==> config.mk <==
export PLATFORM = sky130hd
export DESIGN_NAME = resv_monitor
export DESIGN_NICKNAME = d
export VERILOG_FILES = /design/src/rtl/resv_pkg.sv /design/src/rtl/resv_ctrl.sv /design/src/rtl/resv_table.sv /design/src/rtl/resv_monitor.sv
export SDC_FILE = /design/constraint.sdc
export NUM_CORES = 1
export LEC_CHECK = 0
export ABC_AREA = 1
export CORE_AREA = 10 10 178 180
export DETAILED_ROUTE_END_ITERATION = 12
export DIE_AREA = 0 0 188 190
export SETUP_SLACK_MARGIN = 0.15
export SYNTH_ARGS = -nofsm -noshare
export SYNTH_HDL_FRONTEND = slang
export SYNTH_SLANG_ARGS = --single-unit
==> constraint.sdc <==
create_clock -name clk -period 5.38 [get_ports clk]
set_input_delay 0.538 -clock clk [delete_from_list [all_inputs] [get_ports clk]]
set_output_delay 0.538 -clock clk [all_outputs]
set_load 0.01 [all_outputs]
==> src/rtl/resv_pkg.sv <==
package resv_pkg;
  // Strobes from the control to the reservation table
  typedef struct packed {
    logic track;   // linked read: record or move a reservation
    logic store;   // allowed write: clear matching reservations
    logic cond;    // conditional store being evaluated
  } resvStrobe_t;
endpackage

==> src/rtl/resv_ctrl.sv <==
module resv_ctrl
  import resv_pkg::*;
(
  input  logic        clk,
  input  logic        rstN,
  input  logic        reqValid,
  input  logic        reqRead,
  input  logic        reqWrite,
  input  logic        reqLinked,
  input  logic        ownHit,
  output resvStrobe_t strobe,
  output logic        storeAllow,
  output logic        scDone,
  output logic        scPass
);
  logic isWrite;
  logic allowNow;

  always_comb begin
    isWrite      = reqValid & reqWrite;
    allowNow     = isWrite & (~reqLinked | ownHit);
    strobe.cond  = isWrite & reqLinked;
    strobe.store = allowNow;
    strobe.track = reqValid & reqRead & ~reqWrite & reqLinked;
  end

  assign storeAllow = allowNow;

  always_ff @(posedge clk or negedge rstN) begin
    if (!rstN) begin
      scDone <= 1'b0;
      scPass <= 1'b0;
    end else begin
      scDone <= strobe.cond;
      scPass <= strobe.cond & allowNow;
    end
  end
endmodule

==> src/rtl/resv_table.sv <==
module resv_table
  import resv_pkg::*;
#(
  parameter int NUM_CTX   = 4,
  parameter int CTX_W     = 2,
  parameter int ADDR_W    = 32,
  parameter int GRAN_LOG2 = 3
) (
  input  logic               clk,
  input  logic               rstN,
  input  resvStrobe_t        strobe,
  input  logic [CTX_W-1:0]   reqCtx,
  input  logic [ADDR_W-1:0]  reqAddr,
  output logic               ownHit,
  output logic [NUM_CTX-1:0] wakeUp
);
  localparam int TAG_W = ADDR_W - GRAN_LOG2;

  logic             entValid [NUM_CTX];
  logic [CTX_W-1:0] entCtx   [NUM_CTX];
  logic [TAG_W-1:0] entTag   [NUM_CTX];

  logic [TAG_W-1:0]   reqTag;
  logic [NUM_CTX-1:0] ctxMatch;
  logic [NUM_CTX-1:0] tagMatch;
  logic [NUM_CTX-1:0] allocOh;
  logic [NUM_CTX-1:0] writeSel;
  logic [NUM_CTX-1:0] wakeNext;
  logic               hasCtx;

  assign reqTag = reqAddr[ADDR_W-1:GRAN_LOG2];

  for (genvar e = 0; e < NUM_CTX; e++) begin : g_cmp
    assign ctxMatch[e] = entValid[e] && (entCtx[e] == reqCtx);
    assign tagMatch[e] = entValid[e] && (entTag[e] == reqTag);
  end

  assign ownHit = |(ctxMatch & tagMatch);
  assign hasCtx = |ctxMatch;

  // lowest free slot, used only when the context owns nothing yet
  always_comb begin
    logic found;
    found   = 1'b0;
    allocOh = '0;
    for (int e = 0; e < NUM_CTX; e++) begin
      if (!entValid[e] && !found) begin
        allocOh[e] = 1'b1;
        found      = 1'b1;
      end
    end
  end

  assign writeSel = hasCtx ? ctxMatch : allocOh;

  always_comb begin
    wakeNext = '0;
    for (int e = 0; e < NUM_CTX; e++) begin
      for (int c = 0; c < NUM_CTX; c++) begin
        if (strobe.store && tagMatch[e] && (entCtx[e] == CTX_W'(c)))
          wakeNext[c] = 1'b1;
      end
    end
  end

  always_ff @(posedge clk or negedge rstN) begin
    if (!rstN) begin
      for (int e = 0; e < NUM_CTX; e++) begin
        entValid[e] <= 1'b0;
        entCtx[e]   <= '0;
        entTag[e]   <= '0;
      end
      wakeUp <= '0;
    end else begin
      for (int e = 0; e < NUM_CTX; e++) begin
        if (strobe.store && tagMatch[e]) begin
          entValid[e] <= 1'b0;
        end else if (strobe.track && writeSel[e]) begin
          entValid[e] <= 1'b1;
          entCtx[e]   <= reqCtx;
          entTag[e]   <= reqTag;
        end
      end
      wakeUp <= wakeNext;
    end
  end
endmodule

==> src/rtl/resv_monitor.sv <==
module resv_monitor
  import resv_pkg::*;
#(
  parameter int NUM_CTX   = 4,
  parameter int ADDR_W    = 32,
  parameter int GRAN_LOG2 = 3,
  localparam int CTX_W    = (NUM_CTX > 1) ? $clog2(NUM_CTX) : 1
) (
  input  logic               clk,
  input  logic               rstN,
  input  logic               reqValid,
  input  logic [CTX_W-1:0]   reqCtx,
  input  logic [ADDR_W-1:0]  reqAddr,
  input  logic               reqRead,
  input  logic               reqWrite,
  input  logic               reqLinked,
  output logic               storeAllow,
  output logic               scDone,
  output logic               scPass,
  output logic [NUM_CTX-1:0] wakeUp
);
  resvStrobe_t strobe;
  logic        ownHit;

  resv_ctrl u_ctrl (
    .clk(clk), .rstN(rstN), .reqValid(reqValid), .reqRead(reqRead),
    .reqWrite(reqWrite), .reqLinked(reqLinked), .ownHit(ownHit),
    .strobe(strobe), .storeAllow(storeAllow), .scDone(scDone), .scPass(scPass)
  );

  resv_table #(
    .NUM_CTX(NUM_CTX), .CTX_W(CTX_W), .ADDR_W(ADDR_W), .GRAN_LOG2(GRAN_LOG2)
  ) u_table (
    .clk(clk), .rstN(rstN), .strobe(strobe), .reqCtx(reqCtx),
    .reqAddr(reqAddr), .ownHit(ownHit), .wakeUp(wakeUp)
  );
endmodule

==> qor.txt, run 1 <==
STA
----------------------------------------------------------------------------------
Fmax                                                                     247.5 MHz
Total negative setup slack                                                    0 ns
Hold Fails Final Rpt                                                             0
Measured slew at the worst slew-check pin                                 1.018 ns
Clock period minus worst slack                                            4.040 ns
Final worst clock skew                                                  0.01406 ns
WHS                                                                      0.2001 ns
Part of the cycle the worst path needs                                      75.10%
Final setup violation count                                                      0
Unrepaired setup endpoints after global routing                                 no
Max-slew violation count                                                         0
Tightest slew margin relative to the limit                                  32.13%

SYNTHESIS
----------------------------------------------------------------------------------
Synthesized area                                                          8329 um2
Number of distinct library cells after synthesis                                40
Average cell area after synthesis                                        7.397 um2
Post-synth top area share                                                   40.26%
Most common flop cell mapped by yosys                                 sky130_fd_sc_hd__dfrtp_1
Post-synth EDFFs                                                                 0
Share of async-settable or async-resettable flops after synthesis           100.0%
Most area-consuming cells after synthesis                             sky130_fd_sc_hd__dfrtp_1, sky130_fd_sc_hd__nand2_1, sky130_fd_sc_hd__o21ai_2
Number of synthesized register bits                                            134
Share of synthesized area occupied by flip-flops and latches                40.26%
Nets in the synthesized netlist                                               1166
Most instantiated library cell after synthesis                        sky130_fd_sc_hd__nand2_1
Post-synthesis cell count                                                     1126
Leading area contributor after synthesis                              sky130_fd_sc_hd__dfrtp_1
Synth top cells by count                                              sky130_fd_sc_hd__nand2_1, sky130_fd_sc_hd__dfrtp_1, sky130_fd_sc_hd__inv_1
Count of warnings emitted by yosys                                               0

DIE
----------------------------------------------------------------------------------
Die boundary width                                                          188 um
Core area                                                                28240 um2
Effective utilization at floorplan                                          29.50%
Standard-cell rows                                                              62
I/O pin count                                                                   47
Full die area                                                            35720 um2
Die Y-Extent                                                                190 um

PWR
----------------------------------------------------------------------------------
Pwr dens                                                              479.8 nW/um2
LEAKAGE                                                                   4.529 nW
Peak ir drop on the vdd network                                           217.7 uV

CLOCK TREE
----------------------------------------------------------------------------------
Number of post-CTS setup repair buffers                                          0
Sink count of the clock tree                                                   134
Post-cts resize count                                                            0
CTS Root Buffer Type                                                  sky130_fd_sc_hd__clkbuf_16
Number of hold-repair buffers added at the cts stage                             0
Register clock-pin slew on the reported worst setup and hold paths         0.06 ns
Clock network latency to the later pin of the worst-skew pair              0.44 ns
Maximum count of clock buffers along a single path                               2
Inserted Clock Buffers                                                          17
TritonCTS clock tree                                                          done
Deepest level of the CTS H-tree                                                  4

FINISH
----------------------------------------------------------------------------------
Area added between synthesis and finish                                     15.77%
Nets@finish                                                                   1197
Number of diodes added for antenna fixing                                        0
Final non-filler cell total                                                   1554
Share of cells above drive strength 1                                       13.93%
Util after Layout                                                           34.15%

WORST SETUP PATH
----------------------------------------------------------------------------------
Critical path arrival                                                      3.50 ns
Type of element launching the critical path                             input port
Crit path max fanout                                                            17
Type of destination of the critical path                              primary output
Data required time at the worst endpoint                                   4.84 ns
Type of the setup path with the least slack                           input port to primary output

GLOBAL ROUTING
----------------------------------------------------------------------------------
Vias in the first global route                                                6949
Combined global-route utilization of all metal layers                       15.00%
Number of antenna violations at the first check in global routing                0
Maximum number of pins on one net before global-route repair                   104
Wire length of the first global-routing pass                              41.68 mm
Gr ovfl total                                                                    0

PLACED DESIGN
----------------------------------------------------------------------------------
Placed Cells                                                                  1522
HPWL Detailed                                                             20.57 mm
Number of buffers added on ports                                                43
Global placement routability congestion                                     0.9862

RUN
----------------------------------------------------------------------------------
Max_cap viols                                                                    0

DRT
----------------------------------------------------------------------------------
Routed via count                                                              7382
WL per Instance                                                           17.24 um
Initial DRT Pass Iterations                                                      7
DRC                                                                              0
Remaining number of nets flagged by the antenna check after routing              0
Vias per std cell                                                            4.750
Initial detailed-routing violation count                                       844
Total detailed-routing wirelength                                         26.79 mm

WORST HOLD PATH
----------------------------------------------------------------------------------
Type of the tightest min-delay check                                  input port to async pin

STATUS
----------------------------------------------------------------------------------
Result of the run                                                     finished, final reports clean

power breakdown:
group / switching, W / leakage [nW] / total (W) / internal [W]
logic: 0.000994 / 2.47 / 0.00162 / 0.000631
clock network: 0.000468 / 0.298 / 0.00123 / 0.000764
registers: 0.000374 / 1.76 / 0.00177 / 0.00140
per-layer routing:
layer  track usage (%)  vias up  routed length, um
li1                  -     3665                  -
met1             20.55     3443              12690
met2             23.59      255              12130
met3             2.893       19               1610
met4             4.185        0                357
met5                 0        -                  0
per-stage QoR:
| step | power, W | cell area, um2 | setup WS [ns] |
|---|---|---|---|
| 6_report | 0.004627 | 9643 | 1.340 |
| 5_1_grt | 0.004942 | 9643 | 1.089 |
| 4_1_cts | 0.004622 | 9643 | 1.344 |
| 3_5_place_dp | 0.003377 | 9026 | 1.363 |
| 3_3_place_gp | 0.003339 | 9026 | 1.351 |
| 2_1_floorplan | 0.002877 | 8329 | 3.138 |
placed cells by master, fill, tap and decap left out, types with 2 or more instances in the layout:
cell type,count
sky130_fd_sc_hd__nand2_1,384
sky130_fd_sc_hd__dfrtp_1,134
sky130_fd_sc_hd__inv_1,133
sky130_fd_sc_hd__nor2_1,77
sky130_fd_sc_hd__o21ai_2,70
sky130_fd_sc_hd__o21ai_1,55
sky130_fd_sc_hd__clkdlybuf4s50_1,42
sky130_fd_sc_hd__nand4_1,35
sky130_fd_sc_hd__xnor2_1,30
sky130_fd_sc_hd__nand3_1,29
sky130_fd_sc_hd__o21ai_0,27
sky130_fd_sc_hd__nand2_2,17
sky130_fd_sc_hd__clkbuf_16,17
sky130_fd_sc_hd__or2_2,13
sky130_fd_sc_hd__o22ai_1,10
sky130_fd_sc_hd__nor4_1,10
sky130_fd_sc_hd__nor3_1,8
sky130_fd_sc_hd__inv_2,7
sky130_fd_sc_hd__xor2_1,7
sky130_fd_sc_hd__nor2_2,6
sky130_fd_sc_hd__a21oi_1,5
sky130_fd_sc_hd__clkinv_2,4
sky130_fd_sc_hd__buf_4,4
sky130_fd_sc_hd__nand3b_1,3
sky130_fd_sc_hd__nor3b_1,3
sky130_fd_sc_hd__o21ai_4,3
sky130_fd_sc_hd__clkbuf_8,3
sky130_fd_sc_hd__bufinv_16,3
sky130_fd_sc_hd__clkinvlp_4,3
sky130_fd_sc_hd__buf_12,3
sky130_fd_sc_hd__clkinv_1,2
sky130_fd_sc_hd__a211oi_2,2
sky130_fd_sc_hd__o221ai_1,2
sky130_fd_sc_hd__a211oi_1,2
sky130_fd_sc_hd__o2111ai_1,2
sky130_fd_sc_hd__o211ai_1,2
sky130_fd_sc_hd__and3_1,2
sky130_fd_sc_hd__nor3_2,2
final cells by class:
cell class | count | area (um2)
Clock inverter | 12 | 150.1
Timing Repair Buffer | 50 | 521.8
Sequential cell | 134 | 3353
Inverter | 142 | 533.0
Clock buffer | 20 | 466.7
Multi-Input combinational cell | 812 | 4138
Tap cell | 384 | 480.5
Fill cell | 3042 | 18590
flip-flops by register name (all words and copies together) (netlist names):
name / flops
u_table.entValid: 4
u_table.entTag: 116
u_ctrl.scDone: 1
u_ctrl.scPass: 1
u_table.entCtx: 8
u_table.wakeUp: 4
path summary, 6_finish.rpt:
check	startpoint	to	slack [ns]	cells after the start
min in group clk	u_table.entTag[71]	u_table.entTag[71]	0.48	2
min reg2reg	u_table.entTag[71]	u_table.entTag[71]	0.48	2
max reg2reg	u_table.entCtx[2]	u_table.entTag[67]	2.65	10
min	rstN	u_table.wakeUp[3]	0.20	1
max	reqAddr[12]	storeAllow	1.34	16
max in group asynchronous	rstN	u_table.entTag[3]	4.16	2
critical path, stage by stage:
cell and delay (ns):
sky130_fd_sc_hd__clkdlybuf4s50_1 0.72, sky130_fd_sc_hd__inv_1 0.28, sky130_fd_sc_hd__nand2_1 0.15, sky130_fd_sc_hd__nand2_1 0.06, sky130_fd_sc_hd__inv_1 0.05, sky130_fd_sc_hd__nand2_1 0.05, sky130_fd_sc_hd__nor2_1 0.11, sky130_fd_sc_hd__nand2_1 0.09
sky130_fd_sc_hd__nor2_1 0.14, sky130_fd_sc_hd__nand3_1 0.10, sky130_fd_sc_hd__nand2_1 0.17, sky130_fd_sc_hd__nor2_2 0.07, sky130_fd_sc_hd__nand2_4 0.16, sky130_fd_sc_hd__nand2_1 0.07, sky130_fd_sc_hd__inv_1 0.17, sky130_fd_sc_hd__clkdlybuf4s50_1 0.57
cell families (layout without fill, tap and decap cells):
| kind of cell | count (synthesis) | after routing | share of synthesized area (%) |
|---|---|---|---|
| compound gates | 183 | 183 | 15.29 |
| xor+xnor | 37 | 37 | 3.891 |
| buf+inv | 180 | 224 | 10.09 |
| flops | 134 | 134 | 40.26 |
| simple gates | 592 | 592 | 30.46 |
No activity file was read; power rests on OpenSTA's default activity.
==> run 2: changes to the inputs <==
Clock period 5.38 ns to 3.95 ns, I/O delays scaled along.
==> run 2 against run 1 <==
  * Register-to-register slack got worse by 1.0 ns
  * Combinational power rose by 39%
  * Sequential share of layout area fell by 0.30 points
  * Sequential power is 36% higher
  * Sequential cell count stayed put
  * Routed wire length grew 0.85%
  * Cell area is 0.86% higher
  * Core utilization grew 0.29 points
  * Largest power group unchanged
  * Die area unchanged
  * Clock power up 31%
  * Cell count rose by 0.90%
==> qor.txt, run 2 (same netlist as run 1, synthesis figures left out) <==
DIE
------------------------------------------------------------------------------------
Die boundary width                                                            188 um   unchanged
Full die area                                                              35720 um2   unchanged
Core area                                                                  28240 um2   unchanged
Die Y-Extent                                                                  190 um   unchanged
Effective utilization at floorplan                                            29.50%   unchanged
I/O pin count                                                                     47   unchanged
Standard-cell rows                                                                62   unchanged

CLOCK TREE
------------------------------------------------------------------------------------
Number of post-CTS setup repair buffers                                            0   unchanged
Register clock-pin slew on the reported worst setup and hold paths           0.06 ns   about the same
Maximum count of clock buffers along a single path                                 2   unchanged
Deepest level of the CTS H-tree                                                    4   unchanged
Number of hold-repair buffers added at the cts stage                               0   unchanged
Inserted Clock Buffers                                                            17   unchanged
CTS Root Buffer Type                                                    sky130_fd_sc_hd__clkbuf_16
Post-cts resize count                                                              0   unchanged
TritonCTS clock tree                                                            done
Clock network latency to the later pin of the worst-skew pair                0.42 ns   -0.02 ns
Sink count of the clock tree                                                     134   unchanged

WORST SETUP PATH
------------------------------------------------------------------------------------
Library cell appearing most often on the critical path                  sky130_fd_sc_hd__nand2_1
Launching instance or port of the critical path                          reqAddr[14]
Path depth of the worst reg2reg path                                              10   unchanged
Stage delay of the slowest cell on the critical path                         0.68 ns   -0.04 ns
Type of element launching the critical path                               input port
Cell with the biggest individual delay on the critical path             sky130_fd_sc_hd__clkdlybuf4s50_1
Type of the setup path with the least slack                             input port to primary output
Type of destination of the critical path                                primary output
Flop2flop setup slack                                                        1.62 ns   -1.03 ns
Worst path buffer plus inverter count                                              4   -1
CP delay by family, top                                                 buffers and inverters
Critical path arrival                                                        3.11 ns   -0.39 ns
Data required time at the worst endpoint                                     3.56 ns   -1.28 ns
Crit path max fanout                                                               9   -8
Depth of the critical timing path with buffers and inverters included             14   -2
RR Startpoint                                                           u_table.entTag[50]
Crit Reg-Reg Endpoint                                                   u_table.wakeUp[0]
Cell-by-cell listing of the critical path                               clkdlybuf4s50_1, inv_1, nand2_1, nand2_1, nor2_1, nand3_1, nor2_1, nand3_1, nand2_1, nor2_2, nand2_4, nand2_1, inv_1, clkdlybuf4s50_1

STA
------------------------------------------------------------------------------------
Fmax                                                                       285.5 MHz
Tightest slew margin relative to the limit                                    40.96%   +8.8 points
Hold Fails Final Rpt                                                               0   unchanged
Max-slew violation count                                                           0   unchanged
Final worst clock skew                                                    0.01090 ns   -0.003160 ns
Measured slew at the worst slew-check pin                                  0.8856 ns   -0.1325 ns
Unrepaired setup endpoints after global routing                                   no
Worst path setup slack after routing                                       0.4479 ns   -0.8917 ns
Final setup violation count                                                        0   unchanged
Part of the cycle the worst path needs                                        88.66%
Clock period minus worst slack                                              3.502 ns
Total negative setup slack                                                      0 ns   unchanged

DRT
------------------------------------------------------------------------------------
Detail Route met3 WL                                                        1.677 mm   +4.2%
Uppermost routed layer                                                          met4
Initial detailed-routing violation count                                         835   -1.1%
Metal2 WL                                                                   11.83 mm   -2.4%
Vias per std cell                                                              4.711   -0.83%
DRC                                                                                0   unchanged
Remaining number of nets flagged by the antenna check after routing                0   unchanged
WL per Instance                                                             17.23 um   about the same
DRT met1 WL                                                                 12.98 mm   +2.2%
Total detailed-routing wirelength                                           27.02 mm   +0.85%
Initial DRT Pass Iterations                                                        5   -2
Routed via count                                                                7387   +0.068%

FINISH
------------------------------------------------------------------------------------
Area added between synthesis and finish                                       16.76%
Biggest register                                                        u_table.entTag
Biggest regs                                                            u_table.entTag x116, u_table.entCtx x8
Most frequent cells in the layout                                       sky130_fd_sc_hd__nand2_1, sky130_fd_sc_hd__dfrtp_1, sky130_fd_sc_hd__inv_1
Leading cell type in the layout, fill and taps excluded                 sky130_fd_sc_hd__nand2_1
Filler Cell Count                                                               3040   -0.066%
Area taken by multi-input logic gates                                       4138 um2   unchanged
Sequential cell area                                                        3353 um2   unchanged
Final Cell Area                                                             9726 um2   +0.86%
Util after Layout                                                             34.44%   +0.29 points
Share of cells above drive strength 1                                         14.95%   +1.0 points
Nets@finish                                                                     1211   +1.2%
Max reg flops                                                                    116   unchanged
Number of diodes added for antenna fixing                                          0   unchanged

GLOBAL ROUTING
------------------------------------------------------------------------------------
Vias in the first global route                                                  7064   +1.7%
Gr ovfl total                                                                      0   unchanged
Wire length of the first global-routing pass                                42.26 mm   +1.4%
Combined global-route utilization of all metal layers                         15.22%   +0.21 points
Maximum number of pins on one net before global-route repair                      93   -11%
Number of antenna violations at the first check in global routing                  0   unchanged

PLACED DESIGN
------------------------------------------------------------------------------------
Post-Place Cell Area                                                        9131 um2   +1.2%
Minimum setup slack after placement                                        0.4430 ns   -0.9197 ns
HPWL Detailed                                                               20.73 mm   +0.77%
Global placement routability congestion                                       0.9552   -3.1%
Number of buffers added on ports                                                  43   unchanged

PWR
------------------------------------------------------------------------------------
Peak ir drop on the vdd network                                             303.2 uV   +39%
LEAKAGE                                                                     4.579 nW   +1.1%
Pwr dens                                                                644.6 nW/um2   +34%
Total design power                                                        0.006269 W   +35%

WORST HOLD PATH
------------------------------------------------------------------------------------
Type of the tightest min-delay check                                    input port to async pin

STATUS
------------------------------------------------------------------------------------
Result of the run                                                       finished, final reports clean

RUN
------------------------------------------------------------------------------------
Max_cap viols                                                                      0   unchanged

[run 2: cell types whose count changed in the layout (fill, tap and decap cells not counted)]
cell and change:
sky130_fd_sc_hd__buf_4 +14, sky130_fd_sc_hd__clkinv_2 -3, sky130_fd_sc_hd__clkbuf_8 -3, sky130_fd_sc_hd__clkinv_4 +3
sky130_fd_sc_hd__inv_8 +1, sky130_fd_sc_hd__bufinv_16 -1, sky130_fd_sc_hd__inv_6 +3
[run 2: final cells by class]
class / count / share of cell area, %
tap: 384 / 4.940
sequential: 134 / 34.48
inverter: 142 / 5.481
clock buffer: 17 / 4.374
timing repair buffer: 64 / 6.445
clock inverter: 15 / 1.737
multi-input combinational: 812 / 42.54
[run 2: worst max path at each step]
stage / end / slack [ns]
CTS: storeAllow / 0.44
finish: storeAllow / 0.45
global placement: storeAllow / 0.49
floorplan: storeAllow / 1.99
detailed placement: storeAllow / 0.44
global route: storeAllow / 0.28
[run 2: metal layers]
metal / vias to the layer above / global-route usage, %
met3: 26 / 2.435
met2: 248 / 23.06
li1: 3695 / -
met4: 0 / 4.769
met1: 3418 / 21.65
met5: - / 0
[run 2: power by group]
part	internal, W	switching, W	total [W]
Combinational	0.000888	0.00136	0.00225
Clock	0.000944	0.000671	0.00161
Sequential	0.00190	0.000506	0.00241
[run 2: stage by stage]
stage          std cells  hold WS (ns)
2_1_floorplan       1126       0.09941
6_report            1568       0.04223
3_5_place_dp        1536        0.4723
5_1_grt             1568        0.1110
4_1_cts             1568       0.09557
3_3_place_gp        1536        0.4664
==> run 3: changes to the inputs <==
Settings changed: SKIP_LAST_GASP from default to 1.
==> results of run 3 <==
No change in the layout: final DEF, timing and power equal those of run 2.
